[src/rtl/capch_pkg.sv]
package capch_pkg;
  typedef enum logic [1:0] {
    MODE_OUT = 2'b00,
    MODE_OWN = 2'b01,
    MODE_NBR = 2'b10,
    MODE_TRG = 2'b11
  } chan_mode_e;

  localparam int NUM_SRC = 3;
endpackage

[src/rtl/capch_src_sel.sv]
module capch_src_sel
  import capch_pkg::*;
(
  input  chan_mode_e           mode,
  input  logic                 trig_ok,
  input  logic [NUM_SRC-1:0]   edges,
  output logic                 sel_edge
);
  logic [NUM_SRC-1:0] gate;

  // one gate per source; source k serves mode k+1
  for (genvar k = 0; k < NUM_SRC; k++) begin : g_gate
    if (k == NUM_SRC - 1) begin : g_trig
      assign gate[k] = edges[k] && (mode == chan_mode_e'(k + 1)) && trig_ok;
    end else begin : g_pin
      assign gate[k] = edges[k] && (mode == chan_mode_e'(k + 1));
    end
  end

  assign sel_edge = |gate;
endmodule

[src/rtl/capch_prescale.sv]
module capch_prescale #(
  parameter int DIV_W = 2
) (
  input  logic             clk,
  input  logic             rst,
  input  logic             enable,
  input  logic             edge_in,
  input  logic [DIV_W-1:0] div,
  output logic             fire
);
  localparam int PRE_W = (1 << DIV_W) - 1;

  logic [PRE_W-1:0] cnt;
  logic [PRE_W-1:0] limit;

  assign limit = PRE_W'((32'd1 << div) - 32'd1);
  // >= so that lowering the divider mid-count still captures next edge
  assign fire  = enable && edge_in && (cnt >= limit);

  always_ff @(posedge clk) begin
    if (rst || !enable) begin
      cnt <= '0;
    end else if (edge_in) begin
      if (fire) cnt <= '0;
      else      cnt <= cnt + 1'b1;
    end
  end
endmodule

[src/rtl/capch_latch.sv]
module capch_latch #(
  parameter int CNT_W = 16
) (
  input  logic             clk,
  input  logic             rst,
  input  logic             fire,
  input  logic [CNT_W-1:0] cnt_val,
  input  logic             clr_cap,
  input  logic             clr_ovr,
  output logic [CNT_W-1:0] cap_val,
  output logic             cap_flag,
  output logic             ovr_flag
);
  always_ff @(posedge clk) begin
    if (rst) begin
      cap_val  <= '0;
      cap_flag <= 1'b0;
      ovr_flag <= 1'b0;
    end else begin
      if (fire) cap_val <= cnt_val;

      if (fire)         cap_flag <= 1'b1;
      else if (clr_cap) cap_flag <= 1'b0;

      if (fire && cap_flag) ovr_flag <= 1'b1;
      else if (clr_ovr)     ovr_flag <= 1'b0;
    end
  end
endmodule

[src/rtl/capch_channel.sv]
module capch_channel
  import capch_pkg::*;
#(
  parameter int CNT_W = 16,
  parameter int DIV_W = 2
) (
  input  logic             clk,
  input  logic             rst,
  input  logic             chan_en,
  input  logic             cfg_we,
  input  logic [1:0]       cfg_mode,
  input  logic [DIV_W-1:0] cfg_div,
  input  logic             trig_ok,
  input  logic [CNT_W-1:0] cnt_val,
  input  logic             own_edge,
  input  logic             nbr_edge,
  input  logic             trg_edge,
  input  logic             clr_cap,
  input  logic             clr_ovr,
  output logic [1:0]       mode_q,
  output logic [DIV_W-1:0] div_q,
  output logic             is_output,
  output logic [CNT_W-1:0] cap_val,
  output logic             cap_flag,
  output logic             ovr_flag
);
  chan_mode_e         mode_r;
  logic               sel_edge;
  logic               fire;
  logic [NUM_SRC-1:0] edges;

  assign edges = {trg_edge, nbr_edge, own_edge};

  always_ff @(posedge clk) begin
    if (rst) begin
      mode_r    <= MODE_OUT;
      div_q     <= '0;
      is_output <= 1'b1;
    end else if (cfg_we) begin
      div_q <= cfg_div;
      if (!chan_en) begin
        mode_r    <= chan_mode_e'(cfg_mode);
        is_output <= (cfg_mode == MODE_OUT);
      end
    end
  end

  assign mode_q = mode_r;

  capch_src_sel i_src (
    .mode     (mode_r),
    .trig_ok  (trig_ok),
    .edges    (edges),
    .sel_edge (sel_edge)
  );

  capch_prescale #(.DIV_W(DIV_W)) i_pre (
    .clk     (clk),
    .rst     (rst),
    .enable  (chan_en),
    .edge_in (sel_edge),
    .div     (div_q),
    .fire    (fire)
  );

  capch_latch #(.CNT_W(CNT_W)) i_lat (
    .clk      (clk),
    .rst      (rst),
    .fire     (fire),
    .cnt_val  (cnt_val),
    .clr_cap  (clr_cap),
    .clr_ovr  (clr_ovr),
    .cap_val  (cap_val),
    .cap_flag (cap_flag),
    .ovr_flag (ovr_flag)
  );
endmodule

[config.mk]
export PLATFORM = sky130hd
export DESIGN_NAME = capch_channel
export DESIGN_NICKNAME = d
export VERILOG_FILES = /design/src/rtl/capch_pkg.sv /design/src/rtl/capch_src_sel.sv /design/src/rtl/capch_prescale.sv /design/src/rtl/capch_latch.sv /design/src/rtl/capch_channel.sv
export SDC_FILE = /design/constraint.sdc
export NUM_CORES = 1
export LEC_CHECK = 0
export BUFFER_PORTS_ARGS = -buffer_cell sky130_fd_sc_hd__buf_2
export CORE_MARGIN = 2
export CORE_UTILIZATION = 45
export CTS_CLUSTER_DIAMETER = 150
export DETAILED_ROUTE_END_ITERATION = 8
export GPL_TIMING_DRIVEN = 0
export PLACE_DENSITY = 0.8
export SKIP_CTS_REPAIR_TIMING = 1
export SYNTH_ARGS = -nofsm -noshare
export SYNTH_HDL_FRONTEND = slang
export SYNTH_HIERARCHICAL = 1
export SYNTH_SLANG_ARGS = --single-unit
export TNS_END_PERCENT = 50
[constraint.sdc]
create_clock -name clk -period 2.18 [get_ports clk]
set_input_delay 0.436 -clock clk [delete_from_list [all_inputs] [get_ports clk]]
set_output_delay 0.436 -clock clk [all_outputs]
set_load 0.1 [all_outputs]
==> key figures, run 1 <==
Drt
  • Vias per inst: about 5.0
  • Post-Route WL: 2460 µm
  • DR pass1 iterations: 3
  • Routed Antenna Nets: 0
  • Routed wl met3: 135 µm
  • Drt drc: 0
  • DR WL met2: 1340 µm
  • Top sig layer: met4
  • Routed vias: between 900 and 1000
  • Routed met1 length: between 900 and 1000 µm
  • Iteration-0 DRC Markers: 2
  • Avg WL per Cell: 12.5 µm

Logic synthesis
  • Async S/R FF share, synth: 0%
  • Synth Net Count: between 100 and 150
  • Yosys top cell area share: 46.0%
  • Synth area leaders: dfxtp_1 (46%), mux2i_1 (18%), nor2_1 (7.0%)
  • Area of the mapped netlist: 1130 µm²
  • Yosys reg bits: 26
  • Cell variety after synth: 25
  • Post-synth top cells: dfxtp_1 (26), nor2_1 (21), mux2i_1 (20), nand2b_1 (6), a21oi_1 (5)
  • Post-synthesis sequential area ratio: 46.0%
  • Post-synth EDFFs: 0
  • Synth area leader: dfxtp_1
  • Yosys warning count: 6
  • Cell with the most instances after synthesis: dfxtp_1
  • Synth Instances: 110
  • Synth Flop Type: dfxtp_1
  • Mean Syn Cell Area: 10.3 µm²

Timing
  • Max Fclk: 0.488 GHz
  • Final hold vios: 0
  • Setup TNS: 0 ns
  • Post-route minimum period: just over 2 ns
  • Final Max Tran Viols: 0
  • Worst slew margin: 66.8%
  • PnR worst setup slack: 0.132 ns
  • Setup Viol. Count Final: 0
  • Clk_skew: 0.00323 ns
  • Actual slew at the worst max-slew pin: a little under 0.5 ns
  • Fin crit share: a little over nine tenths
  • Unrepaired setup endpoints after global routing: no
  • Hold Slack: between 0.3 and 0.4 ns

Global route
  • Largest net degree at the start of global routing: 16
  • Initial antenna violation count: 0
  • Total gr overflow: 0
  • Vias in the first global route: 908
  • First-pass GRT wire length: between 3000 and 4000 µm
  • GRT Util Overall: 18.4%

Power
  • Clk network pwr share: 32.3%
  • Power Internal: about 740 µW
  • Sequential fraction of design power: 47.7%
  • Total power: around 1.0 mW
  • PwrDens: 704 nW/µm²
  • Static Leak: between 0.6 and 0.7 nW
  • Maximum VDD drop: 0.000428 V
  • Switching Power: 309 µW
  • Sw Ratio: just under 30%
  • Comb power frac: 20.1%

Setup path
  • R2R depth: 9
  • Setup crit start kind: register
  • Critical path data required time: 2.42 ns
  • CP endpoint kind: register
  • Crit-path cells: or2_2 > ha_1 > nor2b_2 > o21ai_1 > and3_1 > buf_6 > buf_12 > mux2i_1 > nor2_1
  • Critical Path AT: 2.29 ns
  • Crit path largest cell delay: 0.36 ns
  • Slowest stage cell, crit path: dfxtp_2
  • Worst r2r src: div_q[0]
  • Crit path from: div_q[0]
  • Setup CP Type: register to register
  • Critical path fanouts, max: 10

Worst hold path
  • Hold WC Path Type: primary input to register
  • Hold path start: cfg_div[0]
  • Worst Hold Depth: 3

Cells and area
  • Synth-to-Final Area Change: 31.4%
  • Fillers: 232
  • Multi-input logic area: 558 µm²
  • NumNets Final: around 200
  • Design area: about 1500 µm²
  • Layout Utilization: 61.1%
  • Ant diodes: 0
  • Seq. cell area: 526 µm²
  • Final Non-Filler Cells: about 200
  • Layout cells sized above 1: 42.2%

Clock tree
  • CTS Sinks: 26
  • Max Root-Sink Buffers: 2
  • Cts bufs inserted: 3
  • CTS tree: done
  • Worst-skew pair later-pin latency: 0.33 ns
  • Clock Pin Slew Worst Setup and Hold Paths: 0.14 ns
  • H-tree levels: 1
  • CTS Root Cell: clkbuf_4

Floorplan
  • Die height: approximately 54 µm
  • Placeable core area: 2430 µm²
  • DIE AREA: about 2900 µm²
  • Initial core utilization: 46.5%
  • Die X: 54.1 µm
  • Rows: 18
  • IO Count: 53

Outcome
  • Status: finished clean

Placed design
  • DP Area: 1430 µm²
  • Place WS: 0.147 ns
  • Placed Cells: 192
  • Post-DP HPWL: slightly below 2000 µm
  • IO Port Bufs: 52
  • Routability Congestion: between 0.7 and 0.8

Run
  • Max Cap Viol: 0
[layout make-up]
cell class	instances	area share, %
clock inverters	1	2.02
well taps	30	2.53
repair buffers	52	17.5
clock buffers	3	1.52
multi-input cells	77	37.5
flip-flops and latches	26	35.4
inverters	3	0.758
plain buffers	4	2.78
[critical path, delay by kind of cell (launching register included)]
| family | cells | cell delay [ns] |
|---|---|---|
| AOI/OAI and AO/OA | 1 | 0.10 |
| and+or+nand+nor | 4 | 0.75 |
| DFF | 1 | 0.36 |
| buffers and inverters | 2 | 0.30 |
| muxes | 1 | 0.17 |
| adders and majority gates | 1 | 0.28 |
[cell usage in the layout (no fill, tap or decap)]
cell type  instances
buf_6              1
o211ai_1           2
or2_2              1
nand2_1            3
clkbuf_4           3
nor2_1            21
o2111ai_1          3
a211o_1            1
and4bb_2           1
bufinv_16          1
dfxtp_2            4
or2b_1             1
nand2b_1           6
dfxtp_1           22
and4bb_1           1
nor2b_2            2
and3_1             1
o21ai_1            1
buf_2             54
a21oi_4            1
ha_1               4
nand3_1            1
mux2i_1           20
and2b_4            1
a31oi_1            1
a21oi_1            5
inv_1              3
buf_12             1
[per-layer routing]
layer | vias to the layer above | global-route usage [%]
met2 | 29 | 33.9
met3 | 3 | 4.17
met4 | 0 | 8.75
li1 | 490 | -
met1 | 455 | 19.3
met5 | - | 0
[path summary, 6_finish.rpt]
check | to | slack [ns]
worst min register to register | i_lat/ovr_flag | 0.48
worst min-delay path | div_q[0] | 0.33
worst max-delay path | i_lat/cap_val[11] | 0.13
worst max register to register | i_lat/cap_val[11] | 0.13
[logic make-up (layout without fill, tap and decap cells)]
kind of cell / Yosys count / count (layout) / share of synthesized area, %
AOI/OAI and AO/OA: 14 / 14 / 9.07
muxes: 20 / 20 / 17.7
DFF: 26 / 26 / 46.0
and+or+nand+nor: 39 / 39 / 18.1
adders and majority gates: 4 / 4 / 4.42
buffers and inverters: 7 / 63 / 4.65
[registers in the layout (all words and copies together), names as in the netlist]
register / flops
div_q: 2
i_lat/cap_flag: 1
i_lat/cap_val: 16
i_lat/ovr_flag: 1
i_pre/cnt: 3
is_output: 1
mode_q: 2
[power groups by stage]
| stage | Combinational (mW) | Sequential, mW | Clock (mW) |
|---|---|---|---|
| floorplan | 0.0583 | 0.607 | 0 |
| global placement | 0.205 | 0.508 | 0 |
| detailed placement | 0.211 | 0.509 | 0 |
| CTS | 0.212 | 0.499 | 0.345 |
| global route | 0.223 | 0.501 | 0.366 |
| finish | 0.210 | 0.499 | 0.338 |
(Power assumes the default switching activity.)
==> run 2: changes to the inputs <==
--- a/config.mk
+++ b/config.mk
@@ -11,7 +11,7 @@
 export CTS_CLUSTER_DIAMETER = 150
 export DETAILED_ROUTE_END_ITERATION = 8
 export GPL_TIMING_DRIVEN = 0
-export PLACE_DENSITY = 0.8
+export PLACE_DENSITY = 0.78
 export SKIP_CTS_REPAIR_TIMING = 1
 export SYNTH_ARGS = -nofsm -noshare
 export SYNTH_HDL_FRONTEND = slang
==> key figures, run 2 (same netlist as run 1, synthesis figures left out) <==
Outcome
  • Status: finished clean

Cells and area
  • Largest register FFs: 16 (unchanged)
  • Most common cell after layout, fill and taps aside: buf_2
  • Layout Utilization: 61.1% (unchanged)
  • Largest regs: i_lat/cap_val x16, i_pre/cnt x3
  • Ant diodes: 0 (unchanged)
  • Final Non-Filler Cells: 196 (unchanged)
  • Design area: 1490 µm² (unchanged)
  • Multi-input logic area: 558 µm² (unchanged)
  • Fillers: 209 (-9.9%)
  • Seq. cell area: 526 µm² (unchanged)
  • Biggest register: i_lat/cap_val
  • NumNets Final: 201 (unchanged)
  • Most frequent cells in the layout: buf_2 (54), dfxtp_1 (22), nor2_1 (21), mux2i_1 (20), nand2b_1 (6)
  • Layout cells sized above 1: 42.2% (unchanged)
  • Synth-to-Final Area Change: 31.4% (unchanged)

Clock tree
  • CTS tree: done
  • Clock Pin Slew Worst Setup and Hold Paths: 0.15 ns (about the same)
  • CTS Root Cell: clkbuf_4
  • H-tree levels: 1 (unchanged)
  • Worst-skew pair later-pin latency: 0.33 ns (about the same)
  • Cts bufs inserted: 3 (unchanged)
  • Max Root-Sink Buffers: 2 (unchanged)
  • CTS Sinks: 26 (unchanged)

Worst hold path
  • Hold path start: cnt_val[7]
  • Hold WC Path Type: primary input to register
  • Worst Hold Depth: 3 (unchanged)
  • Min-Delay Endpoint: i_lat/cap_val[7]

Power
  • Static Leak: 0.685 nW (unchanged)
  • Total power: 1.04 mW (-0.67%)
  • PwrDens: 699 nW/µm² (-0.67%)
  • Maximum VDD drop: 0.000386 V (-9.8%)

Setup path
  • Crit Reg-Reg Endpoint: i_lat/cap_val[6]
  • Critical Path AT: 2.24 ns (-0.05 ns)
  • Flop2flop setup slack: 0.19 ns (+0.05 ns)
  • Worst r2r src: div_q[0]
  • Critical path data required time: 2.42 ns (about the same)
  • Critical path fanouts, max: 10 (unchanged)
  • R2R depth: 9 (unchanged)
  • CP endpoint kind: register
  • Setup crit start kind: register
  • Setup CP Type: register to register

Timing
  • Unrepaired setup endpoints after global routing: no
  • Fin crit share: 91.5% (-2.4 points)
  • Final hold vios: 0 (unchanged)
  • PnR worst setup slack: 0.185 ns (+0.0531 ns)
  • Post-route minimum period: 1.99 ns (-0.0531 ns)
  • Setup TNS: 0 ns (unchanged)
  • Hold Slack: 0.328 ns (-0.00437 ns)
  • Setup Viol. Count Final: 0 (unchanged)
  • Worst slew margin: 65.4% (-1.4 points)
  • Max Fclk: 0.501 GHz (+2.7%)
  • Actual slew at the worst max-slew pin: 0.517 ns (+0.0216 ns)
  • Final Max Tran Viols: 0 (unchanged)
  • Clk_skew: 0.0116 ns (+0.00832 ns)

Global route
  • Vias in the first global route: 840 (-7.5%)
  • Total gr overflow: 0 (unchanged)
  • Met1 GRT Util: 20.0% (+0.62 points)
  • Gr busiest metal: met2
  • Global-route met3 utilization: 3.33% (-0.83 points)
  • Largest net degree at the start of global routing: 16 (unchanged)
  • Initial antenna violation count: 0 (unchanged)
  • GRT Util Overall: 16.7% (-1.7 points)
  • First-pass GRT wire length: 3540 µm (-5.9%)
  • GR Layer Usage met2: 28.5% (-5.4 points)

Floorplan
  • IO Count: 53 (unchanged)
  • Initial core utilization: 46.5% (unchanged)
  • Rows: 18 (unchanged)
  • Placeable core area: 2430 µm² (unchanged)
  • Die X: 54.1 µm (unchanged)
  • DIE AREA: 2930 µm² (unchanged)
  • Die height: 54.1 µm (unchanged)

Drt
  • Post-Route WL: 2310 µm (-5.9%)
  • Routed Antenna Nets: 0 (unchanged)
  • Avg WL per Cell: 11.8 µm (-5.9%)
  • Routed vias: 956 (-2.1%)
  • Vias per inst: 4.88 (-2.1%)
  • Drt drc: 0 (unchanged)
  • Iteration-0 DRC Markers: 10 (+8)
  • DR pass1 iterations: 4 (+1)

Placed design
  • DP Area: 1430 µm² (unchanged)
  • Placed Cells: 192 (unchanged)
  • Place WS: 0.195 ns (+0.0473 ns)
  • IO Port Bufs: 52 (unchanged)
  • Post-DP HPWL: 1850 µm (-4.5%)
  • Routability Congestion: 0.732 (+3.9%)

Run
  • Max Cap Viol: 0 (unchanged)
run 2: routing by layer:
layer / routed length, µm / share of wire [%]
met5: 0 / 0
met4: 31 / 1.3
met3: 121 / 5.2
met2: 1180 / 51
met1: 977 / 42
run 2: final cells by class:
class	instances	share of cell area [%]
Clock inverter	1	2.02
Tap cell	30	2.53
Clock buffer	3	1.52
Inverter	3	0.758
Buffer	4	2.78
Timing Repair Buffer	52	17.5
Sequential cell	26	35.4
Multi-Input combinational cell	77	37.5
run 2: critical path, stage by stage (launching register included):
cell	delay, ns
dfxtp_2	0.35
or2_2	0.29
ha_1	0.28
nor2b_2	0.20
o21ai_1	0.09
and3_1	0.19
buf_6	0.15
buf_12	0.15
mux2i_1	0.16
nor2_1	0.05
run 2: where the power goes:
| group | total (mW) | internal, mW | switching (mW) |
|---|---|---|---|
| clock | 0.333 | 0.186 | 0.147 |
| sequential | 0.498 | 0.490 | 0.00839 |
| combinational | 0.208 | 0.0609 | 0.148 |
| total | 1.04 | 0.737 | 0.303 |
run 2: worst max-delay path by stage:
stage / from / to / slack (ns)
floorplan: div_q[1] / i_lat/cap_val[10] / 0.05
global placement: div_q[0] / i_lat/cap_val[8] / 0.22
detailed placement: div_q[0] / i_lat/cap_val[4] / 0.19
CTS: div_q[0] / i_lat/cap_val[6] / 0.18
global route: div_q[0] / i_lat/cap_val[6] / 0.06
finish: div_q[0] / i_lat/cap_val[6] / 0.19
